<file path="config.mk">
export PLATFORM = sky130hd
export DESIGN_NAME = fwh_seq
export DESIGN_NICKNAME = d
export VERILOG_FILES = /design/src/rtl/fwh_pkg.sv /design/src/rtl/fwh_seq.sv
export SDC_FILE = /design/constraint.sdc
export NUM_CORES = 1
export LEC_CHECK = 0
export ABC_CLOCK_PERIOD_IN_PS = 2000
export CORE_ASPECT_RATIO = 1.25
export CORE_MARGIN = 2
export CORE_UTILIZATION = 48
export CTS_CLUSTER_DIAMETER = 80
export CTS_CLUSTER_SIZE = 30
export DETAILED_ROUTE_END_ITERATION = 6
export PLACE_DENSITY = 0.77
export SLEW_MARGIN = 30
export SYNTH_ARGS = -nofsm -noshare
export SYNTH_HDL_FRONTEND = slang
export SYNTH_SLANG_ARGS = --single-unit
</file>
<file path="constraint.sdc">
create_clock -name clk_i -period 2 [get_ports clk_i]
set_input_delay 0.4 -clock clk_i [delete_from_list [all_inputs] [get_ports clk_i]]
set_output_delay 0.4 -clock clk_i [all_outputs]
set_load 0.05 [all_outputs]
</file>
<file path="src/rtl/fwh_pkg.sv">
package fwh_pkg;
  typedef enum logic [1:0] {PH_IDLE, PH_LOAD, PH_HREF, PH_HRUN} phase_e;
  typedef enum logic [1:0] {RP_IDLE, RP_REQ, RP_WAIT} rp_state_e;
endpackage

</file>
<file path="src/rtl/fwh_seq.sv">
module fwh_seq #(
  parameter int          ADDR_W    = 16,
  parameter logic [15:0] LOAD_ADDR = 16'h0605,
  parameter logic [15:0] HB_ADDR   = 16'h0923,
  parameter logic [7:0]  LOAD_MIN  = 8'h0E,
  parameter int          HB_TRIES  = 100
) (
  input  logic              clk_i,
  input  logic              rst_ni,
  input  logic              start_i,
  input  logic              ack_i,
  input  logic [7:0]        data_i,
  input  logic              err_i,
  input  logic              ver_ge_i,
  output logic              go_o,
  output logic [ADDR_W-1:0] addr_o,
  output logic              gate_o,
  output logic              busy_o,
  output logic              done_o,
  output logic              error_o,
  output logic              load_ok_o,
  output logic              hb_ok_o,
  output logic              feat_en_o
);
  import fwh_pkg::*;

  localparam int CNT_W = (HB_TRIES > 1) ? $clog2(HB_TRIES) : 1;
  localparam logic [CNT_W-1:0] CNT_LAST = CNT_W'(HB_TRIES - 1);

  phase_e           ph_q;
  logic [CNT_W-1:0] cnt_q;
  logic [7:0]       ref_q;
  logic             load_q;
  logic             hb_moved;
  logic             cnt_end;

  assign hb_moved = (data_i != ref_q);
  assign cnt_end  = (cnt_q == CNT_LAST);
  assign busy_o   = (ph_q != PH_IDLE);
  assign gate_o   = load_q && hb_moved;
  assign addr_o   = (ph_q == PH_IDLE) ? ADDR_W'(LOAD_ADDR) : ADDR_W'(HB_ADDR);

  always_comb begin
    go_o = 1'b0;
    unique case (ph_q)
      PH_IDLE: go_o = start_i;
      PH_LOAD,
      PH_HREF: go_o = ack_i && !err_i;
      PH_HRUN: go_o = ack_i && !err_i && !hb_moved && !cnt_end;
      default: go_o = 1'b0;
    endcase
  end

  always_ff @(posedge clk_i or negedge rst_ni) begin
    if (!rst_ni) begin
      ph_q      <= PH_IDLE;
      cnt_q     <= '0;
      ref_q     <= '0;
      load_q    <= 1'b0;
      done_o    <= 1'b0;
      error_o   <= 1'b0;
      load_ok_o <= 1'b0;
      hb_ok_o   <= 1'b0;
      feat_en_o <= 1'b0;
    end else begin
      done_o  <= 1'b0;
      error_o <= 1'b0;
      unique case (ph_q)
        PH_IDLE: if (start_i) ph_q <= PH_LOAD;
        PH_LOAD: if (ack_i) begin
          if (err_i) begin
            ph_q <= PH_IDLE; done_o <= 1'b1; error_o <= 1'b1;
          end else begin
            load_q <= (data_i >= LOAD_MIN);
            ph_q   <= PH_HREF;
          end
        end
        PH_HREF: if (ack_i) begin
          if (err_i) begin
            ph_q <= PH_IDLE; done_o <= 1'b1; error_o <= 1'b1;
          end else begin
            ref_q <= data_i;
            cnt_q <= '0;
            ph_q  <= PH_HRUN;
          end
        end
        PH_HRUN: if (ack_i) begin
          if (err_i) begin
            ph_q <= PH_IDLE; done_o <= 1'b1; error_o <= 1'b1;
          end else if (hb_moved || cnt_end) begin
            // a change on the last try still counts as a pass
            ph_q      <= PH_IDLE;
            done_o    <= 1'b1;
            load_ok_o <= load_q;
            hb_ok_o   <= hb_moved;
            feat_en_o <= ver_ge_i;
          end else begin
            cnt_q <= cnt_q + 1'b1;
          end
        end
        default: ph_q <= PH_IDLE;
      endcase
    end
  end


  done_pulse_chk: assert property (@(posedge clk_i) disable iff (!rst_ni)
    done_o |=> !done_o);


  err_with_done_chk: assert property (@(posedge clk_i) disable iff (!rst_ni)
    error_o |-> done_o);


  err_keeps_flags_chk: assert property (@(posedge clk_i) disable iff (!rst_ni)
    error_o |-> $stable(load_ok_o) && $stable(hb_ok_o) && $stable(feat_en_o));


  flags_hold_chk: assert property (@(posedge clk_i) disable iff (!rst_ni)
    !done_o |-> $stable(load_ok_o) && $stable(hb_ok_o) && $stable(feat_en_o));


  try_bound_chk: assert property (@(posedge clk_i) disable iff (!rst_ni)
    (ph_q == PH_HRUN) |-> (cnt_q <= CNT_LAST));


  start_busy_chk: assert property (@(posedge clk_i) disable iff (!rst_ni)
    busy_o && start_i && !ack_i |=> $stable(cnt_q) && busy_o);
endmodule

</file>
==> results.yml, run 1 <==
clock_tree:
  clockRootBuffer: "clkbuf_4"
  clock-sinks: 23
  cts_tree: "built"
  h-tree-depth: 1
  cts_inserted_buffers: 3
  clock_path_buffers: 2
  clock_latency_ns: 0.31
  path_clk_slew_ns: 0.13
setup_path:
  slowest_stage: "dfrtp_1"
  arrival_ns: 1.77
  startpoint: "ref_q[1]$_DFFE_PN0P_"
  path_max_fanout: 2
  cp-end-kind: "primary output"
  regToRegStartpoint: "ph_q[1]$_DFFE_PN0P_"
  crit_type: "flip-flop to primary output"
  cp-start-kind: "flip-flop"
  cp.required_ns: 1.60
  critical-path-max-stage-delay_ns: 0.43
  cp_cell_sequence: "xnor2_1 > nand4_1 > nor2_4 > a31oi_4 > o31ai_4 > buf_12"
synth:
  syn_avg_cell_area_um2: 10.1
  yosysWarningCount: 0
  ys_types: 39
  syn_inst: 143
  synth_top_area_share_pct: 40.0
  synth_edf_count: 0
  ys_ff_latch: 23
  synth_area_leader_cell: "dfrtp_1"
  synthTopCellsByArea: "dfrtp_1 40%, buf_4 7.8%, mux2_2 6.3%"
  syn_area_um2: 1440
  yosysMostFrequentCell: "dfrtp_1"
  synth_ff_type: "dfrtp_1"
  synth_common_cells: "23 x dfrtp_1, 15 x buf_4, 8 x mux2_2, 8 x nand2_1, 8 x xnor2_1"
  ys_seq_area_share_pct: 40.0
  async_flop_share_pct: 100
power_and_ir_drop:
  vdd_drop_max_mv: 1.56
  p_sw_share_pct: 46.1
  power_density_nw_per_um2: 1560
  internal-power_mw: 1.67
  combPwrFrac_pct: 69.0
  clockPowerShare_pct: 6.9
  seqPwrFrac_pct: 24.1
  p_switching_mw: 1.43
  leakage_nw: 0.898
global_route:
  grt_pass1_wl_um: 5620
  grt.total_usage_pct: 21.6
  grt_max_degree: 24
  grt_overflow: 0
  grt_pass1_vias: 1210
  antenna_found_initial: 0
cells_and_area:
  fin_area_um2: 1990
  nets: 204
  stdcell_count: 220
  area_delta_synth_final_pct: 38.3
  num_antenna_cells: 0
  drive_above_1_share_pct: 31.5
  final_util_pct: 68.8
timing:
  timing.hold.ws_ns: 0.458
  drv_slew: 0
  max_freq_mhz: 461
  timing.final.crit_share_pct: 108
  setup_violations: 2
  relSlewSlack_pct: 66.6
  rsz0062_at_grt: "true"
  hold_violations: 0
  tightest_slew_ns: 0.500
  setup_ws_ns: -0.170
  fin_skew_ns: 0.00754
  period_needed_ns: 2.17
floorplanning:
  initial_utilization_pct: 49.7
  die_y_um: 65.2
  die_w_um: 53.0
  num_rows: 22
  dieArea_um2: 3450
  ioPinCount: 38
  core_um2: 2890
drt:
  top_layer_used: "met4"
  antenna_left: 0
  wl_met2_um: 1880
  route.met3.wl_um: 109
  via_count: 1190
  wl_per_cell_um: 14.9
  viasPerCell: 5.41
  wl_met1_um: 1250
  first_pass_iters: 4
  drtIter0Drc: 27
  routed_wl_um: 3270
  route.detailed.drc: 0
place:
  gp_congestion: 0.889
  dpl-instance-area_um2: 1890
  io_buffers: 28
  dp_slack_ns: -0.402
  dp_cells: 213
  hpwl_um: 2580
outcome:
  violations: "setup timing"
  status: "complete, but fails checks"
worst_hold_path:
  hold_class: "input port to async pin"
run:
  maxCapViolCount: 0
==> worst max-delay path: cells and delay by family (launching register included) <==
family                    cells  cell delay [ns]
AOI/OAI and AO/OA             2             0.35
xor gates and xnor gates      1             0.16
and+or+nand+nor               2             0.35
DFF                           1             0.43
buffers and inverters         1             0.17
==> flip-flops by register name, summed over array words and instances (netlist names) <==
register and flops:
cnt_q 7, done_o 1, error_o 1, feat_en_o 1, hb_ok_o 1, load_ok_o 1
load_q 1, ph_q 2, ref_q 8
==> logic make-up (layout without fill, tap and decap cells) <==
logic type / Yosys count / after routing / share of synthesized area, %
compound gates: 26 / 26 / 11.6
xor+xnor: 8 / 8 / 4.87
fa+ha+maj: 5 / 5 / 4.35
buf+inv: 26 / 60 / 11.9
flops: 23 / 23 / 40.0
mux: 11 / 11 / 8.53
other cells: 2 / 9 / 0.522
simple gates: 42 / 42 / 18.2
==> final cells by class <==
type	instances	area (um^2)
clock buffers	4	26.3
fillers	231	902
inverters	6	26.3
multi-input cells	101	788
flip-flops and latches	23	576
well taps	36	45.0
repair buffers	50	527
==> cells in the final DEF (no fill, tap or decap), drive strengths merged <==
cell           instances
conb                   9
nand2                  8
a41oi                  3
mux2                  10
o211ai                 2
a311oi                 1
a211o                  1
xnor2                  8
o22ai                  2
dfrtp                 23
inv                    5
ha                     5
and3                   2
nor2b                  2
nand4                  7
and4b                  1
and2                   1
a31oi                  1
dlygate4sd2            8
buf                   32
a211oi                 1
nand3                  1
nor2                   7
nor4                   2
and4                   5
clkinvlp               1
a21oi                  7
o32ai                  1
o21ai                  6
or2b                   1
o31ai                  1
clkdlybuf4s50         10
nor3                   5
clkbuf                 4
mux2i                  1
==> power by group through the flow <==
stage / clock network [mW] / logic, mW / registers (mW)
floorplan: 0 / 1.14 / 0.847
global placement: 0 / 1.93 / 0.729
detailed placement: 0 / 1.97 / 0.743
CTS: 0.222 / 2.11 / 0.738
global route: 0.238 / 2.24 / 0.764
finish: 0.214 / 2.14 / 0.747
==> layer usage <==
| layer | up-vias | track usage, % |
|---|---|---|
| met5 | - | 0 |
| li1 | 577 | - |
| met2 | 32 | 41.3 |
| met1 | 577 | 24.3 |
| met3 | 4 | 2.50 |
| met4 | 0 | 6.41 |
==> path summary, 6_finish.rpt <==
check | slack [ns] | cells after the start | end
min in group clk_i | 0.49 | 2 | ref_q[0]$_DFFE_PN0P_
min | 0.46 | 2 | done_o$_DFF_PN0_
min reg2reg | 0.50 | 1 | feat_en_o$_DFFE_PN0P_
max in group asynchronous | 1.31 | 2 | cnt_q[5]$_DFFE_PN0P_
max | -0.17 | 6 | go_o
max reg2reg | 0.15 | 6 | cnt_q[5]$_DFFE_PN0P_
==> stage by stage <==
stage               total power [mW]  setup TNS (ns)
finish                          3.10          -0.251
floorplan                       1.99          -0.108
CTS                             3.07          -0.304
detailed placement              2.72           -1.27
global route                    3.24          -0.364
global placement                2.66          -0.820
==> timing repair <==
item                                    in CTS  in global routing
hold buffers                                 0                  0
endpoints found under the setup margin       7                  7
resized for setup                           14                  5
setup buffers                                2                  1
pin swaps                                   12                  3
(Power assumes the default switching activity.)
==> run 2: changes to the inputs <==
--- a/config.mk
+++ b/config.mk
@@ -6,13 +6,15 @@
 export NUM_CORES = 1
 export LEC_CHECK = 0
 export ABC_CLOCK_PERIOD_IN_PS = 2000
+export CELL_PAD_IN_SITES_DETAIL_PLACEMENT = 0
+export CELL_PAD_IN_SITES_GLOBAL_PLACEMENT = 2
 export CORE_ASPECT_RATIO = 1.25
 export CORE_MARGIN = 2
-export CORE_UTILIZATION = 48
+export CORE_UTILIZATION = 29
 export CTS_CLUSTER_DIAMETER = 80
 export CTS_CLUSTER_SIZE = 30
 export DETAILED_ROUTE_END_ITERATION = 6
-export PLACE_DENSITY = 0.77
+export PLACE_DENSITY = 0.76
 export SLEW_MARGIN = 30
 export SYNTH_ARGS = -nofsm -noshare
 export SYNTH_HDL_FRONTEND = slang
==> results.yml, run 2 (synthesis results as in run 1) <==
outcome:
  status: "complete, but fails checks"
  violations: "setup timing"
clock_tree:
  clock-sinks: 23
  path_clk_slew_ns: 0.09
  clock_latency_ns: 0.27
  holdBufCountCts: 0
  clock_path_buffers: 2
  clockRootBuffer: "clkbuf_8"
  cts_tree: "built"
  cts_inserted_buffers: 3
  h-tree-depth: 1
global_route:
  grt_pass1_wl_um: 5830
  antenna_found_initial: 0
  grt_overflow: 0
  grt_max_degree: 24
  grt.total_usage_pct: 13.6
  grt_pass1_vias: 1254
drt:
  routed_wl_um: 3470
  viasPerCell: 4.76
  drtIter0Drc: 30
  first_pass_iters: 4
  wl_per_cell_um: 14.0
  via_count: 1180
  route.detailed.drc: 0
  antenna_left: 0
timing:
  rsz0062_at_grt: "true"
  drv_slew: 0
  relSlewSlack_pct: 65.4
  hold_violations: 0
  timing.hold.ws_ns: 0.502
  timing.final.crit_share_pct: 105
  period_needed_ns: 2.09
  max_freq_mhz: 478
  tightest_slew_ns: 0.517
  setup_violations: 2
  fin_skew_ns: 0.00556
  setup_ws_ns: -0.0901
setup_path:
  path_max_fanout: 3
  cp.required_ns: 1.60
  cp-start-kind: "input port"
  regToRegStartpoint: "ph_q[0]$_DFFE_PN0P_"
  startpoint: "data_i[4]"
  cp-end-kind: "primary output"
  crit_type: "input port to primary output"
  arrival_ns: 1.69
cells_and_area:
  largestRegisters: "ref_q (8), cnt_q (7), ph_q (2)"
  max_flop_register: "ref_q"
  area_delta_synth_final_pct: 42.7
  largest_reg_flops: 8
  num_antenna_cells: 0
  nets: 208
  stdcell_count: 248
  final_cell_mix: "26 x buf_4, 23 x dfrtp_1, 10 x clkdlybuf4s50_1, 9 x conb_1, 9 x buf_12"
  fin_area_um2: 2050
  layout_commonest_cell: "buf_4"
  drive_above_1_share_pct: 31.4
run:
  maxCapViolCount: 0
floorplanning:
  num_rows: 28
  core_um2: 4760
  ioPinCount: 38
  initial_utilization_pct: 30.2
  die_w_um: 67.0
  dieArea_um2: 5540
  die_y_um: 82.7
place:
  dp_slack_ns: -0.364
  hpwl_um: 2680
  dp_cells: 241
  gp_congestion: 0.839
  dpl-instance-area_um2: 1950
  io_buffers: 28
power_and_ir_drop:
  power_density_nw_per_um2: 1520
  leakage_nw: 0.915
  vdd_drop_max_mv: 0.581
worst_hold_path:
  hold_class: "input port to async pin"
==> run 2: repair_timing <==
action	in CTS	in global routing
pin swaps	8	2
endpoints found under the hold margin	0	0
setup buffers	1	2
endpoints found under the setup margin	2	8
resized for setup	13	4
==> run 2: final cells by class <==
| cell class | count | area, um^2 |
|---|---|---|
| tap | 60 | 75.1 |
| timing repair buffer | 54 | 559 |
| sequential | 23 | 576 |
| inverter | 6 | 26.3 |
| multi-input combinational | 101 | 771 |
| fill | 484 | 2710 |
| clock buffer | 4 | 45.0 |
==> run 2: stage by stage <==
step                util (%)  setup TNS, ns  total power, mW
floorplan                  -         -0.108             1.99
finish                  43.1         -0.117             3.12
CTS                     42.4         -0.173             3.11
global placement        40.9          -1.02             2.71
global route            43.1         -0.718             3.29
detailed placement      40.9          -1.35             2.76
==> run 2: path summary, 6_finish.rpt <==
path / endpoint / slack, ns / depth (start not counted)
max: go_o / -0.09 / 7
min: ph_q[0]$_DFFE_PN0P_ / 0.50 / 2
max reg2reg: ph_q[0]$_DFFE_PN0P_ / 0.15 / 7
min reg2reg: feat_en_o$_DFFE_PN0P_ / 0.50 / 1
max in group asynchronous: ref_q[1]$_DFFE_PN0P_ / 1.25 / 2
min in group clk_i: feat_en_o$_DFFE_PN0P_ / 0.50 / 1
==> run 2: power by group <==
group          switching (mW)  internal [mW]
registers               0.113          0.617
logic                    1.15          0.941
clock network           0.156          0.142
==> run 2: critical path: stages <==
cell	delay [ns]
clkdlybuf4s15_1	0.23
xnor2_2	0.22
nand4_2	0.16
nor2_4	0.18
a31oi_4	0.10
o31ai_4	0.22
buf_12	0.17
==> run 2: routing by layer <==
layer,track usage (%),vias to the layer above,share of wire [%]
met5,0,-,0
met4,2.65,0,0.43
met3,1.63,2,3.3
met2,25.4,24,53
met1,16.8,572,43
li1,-,582,-
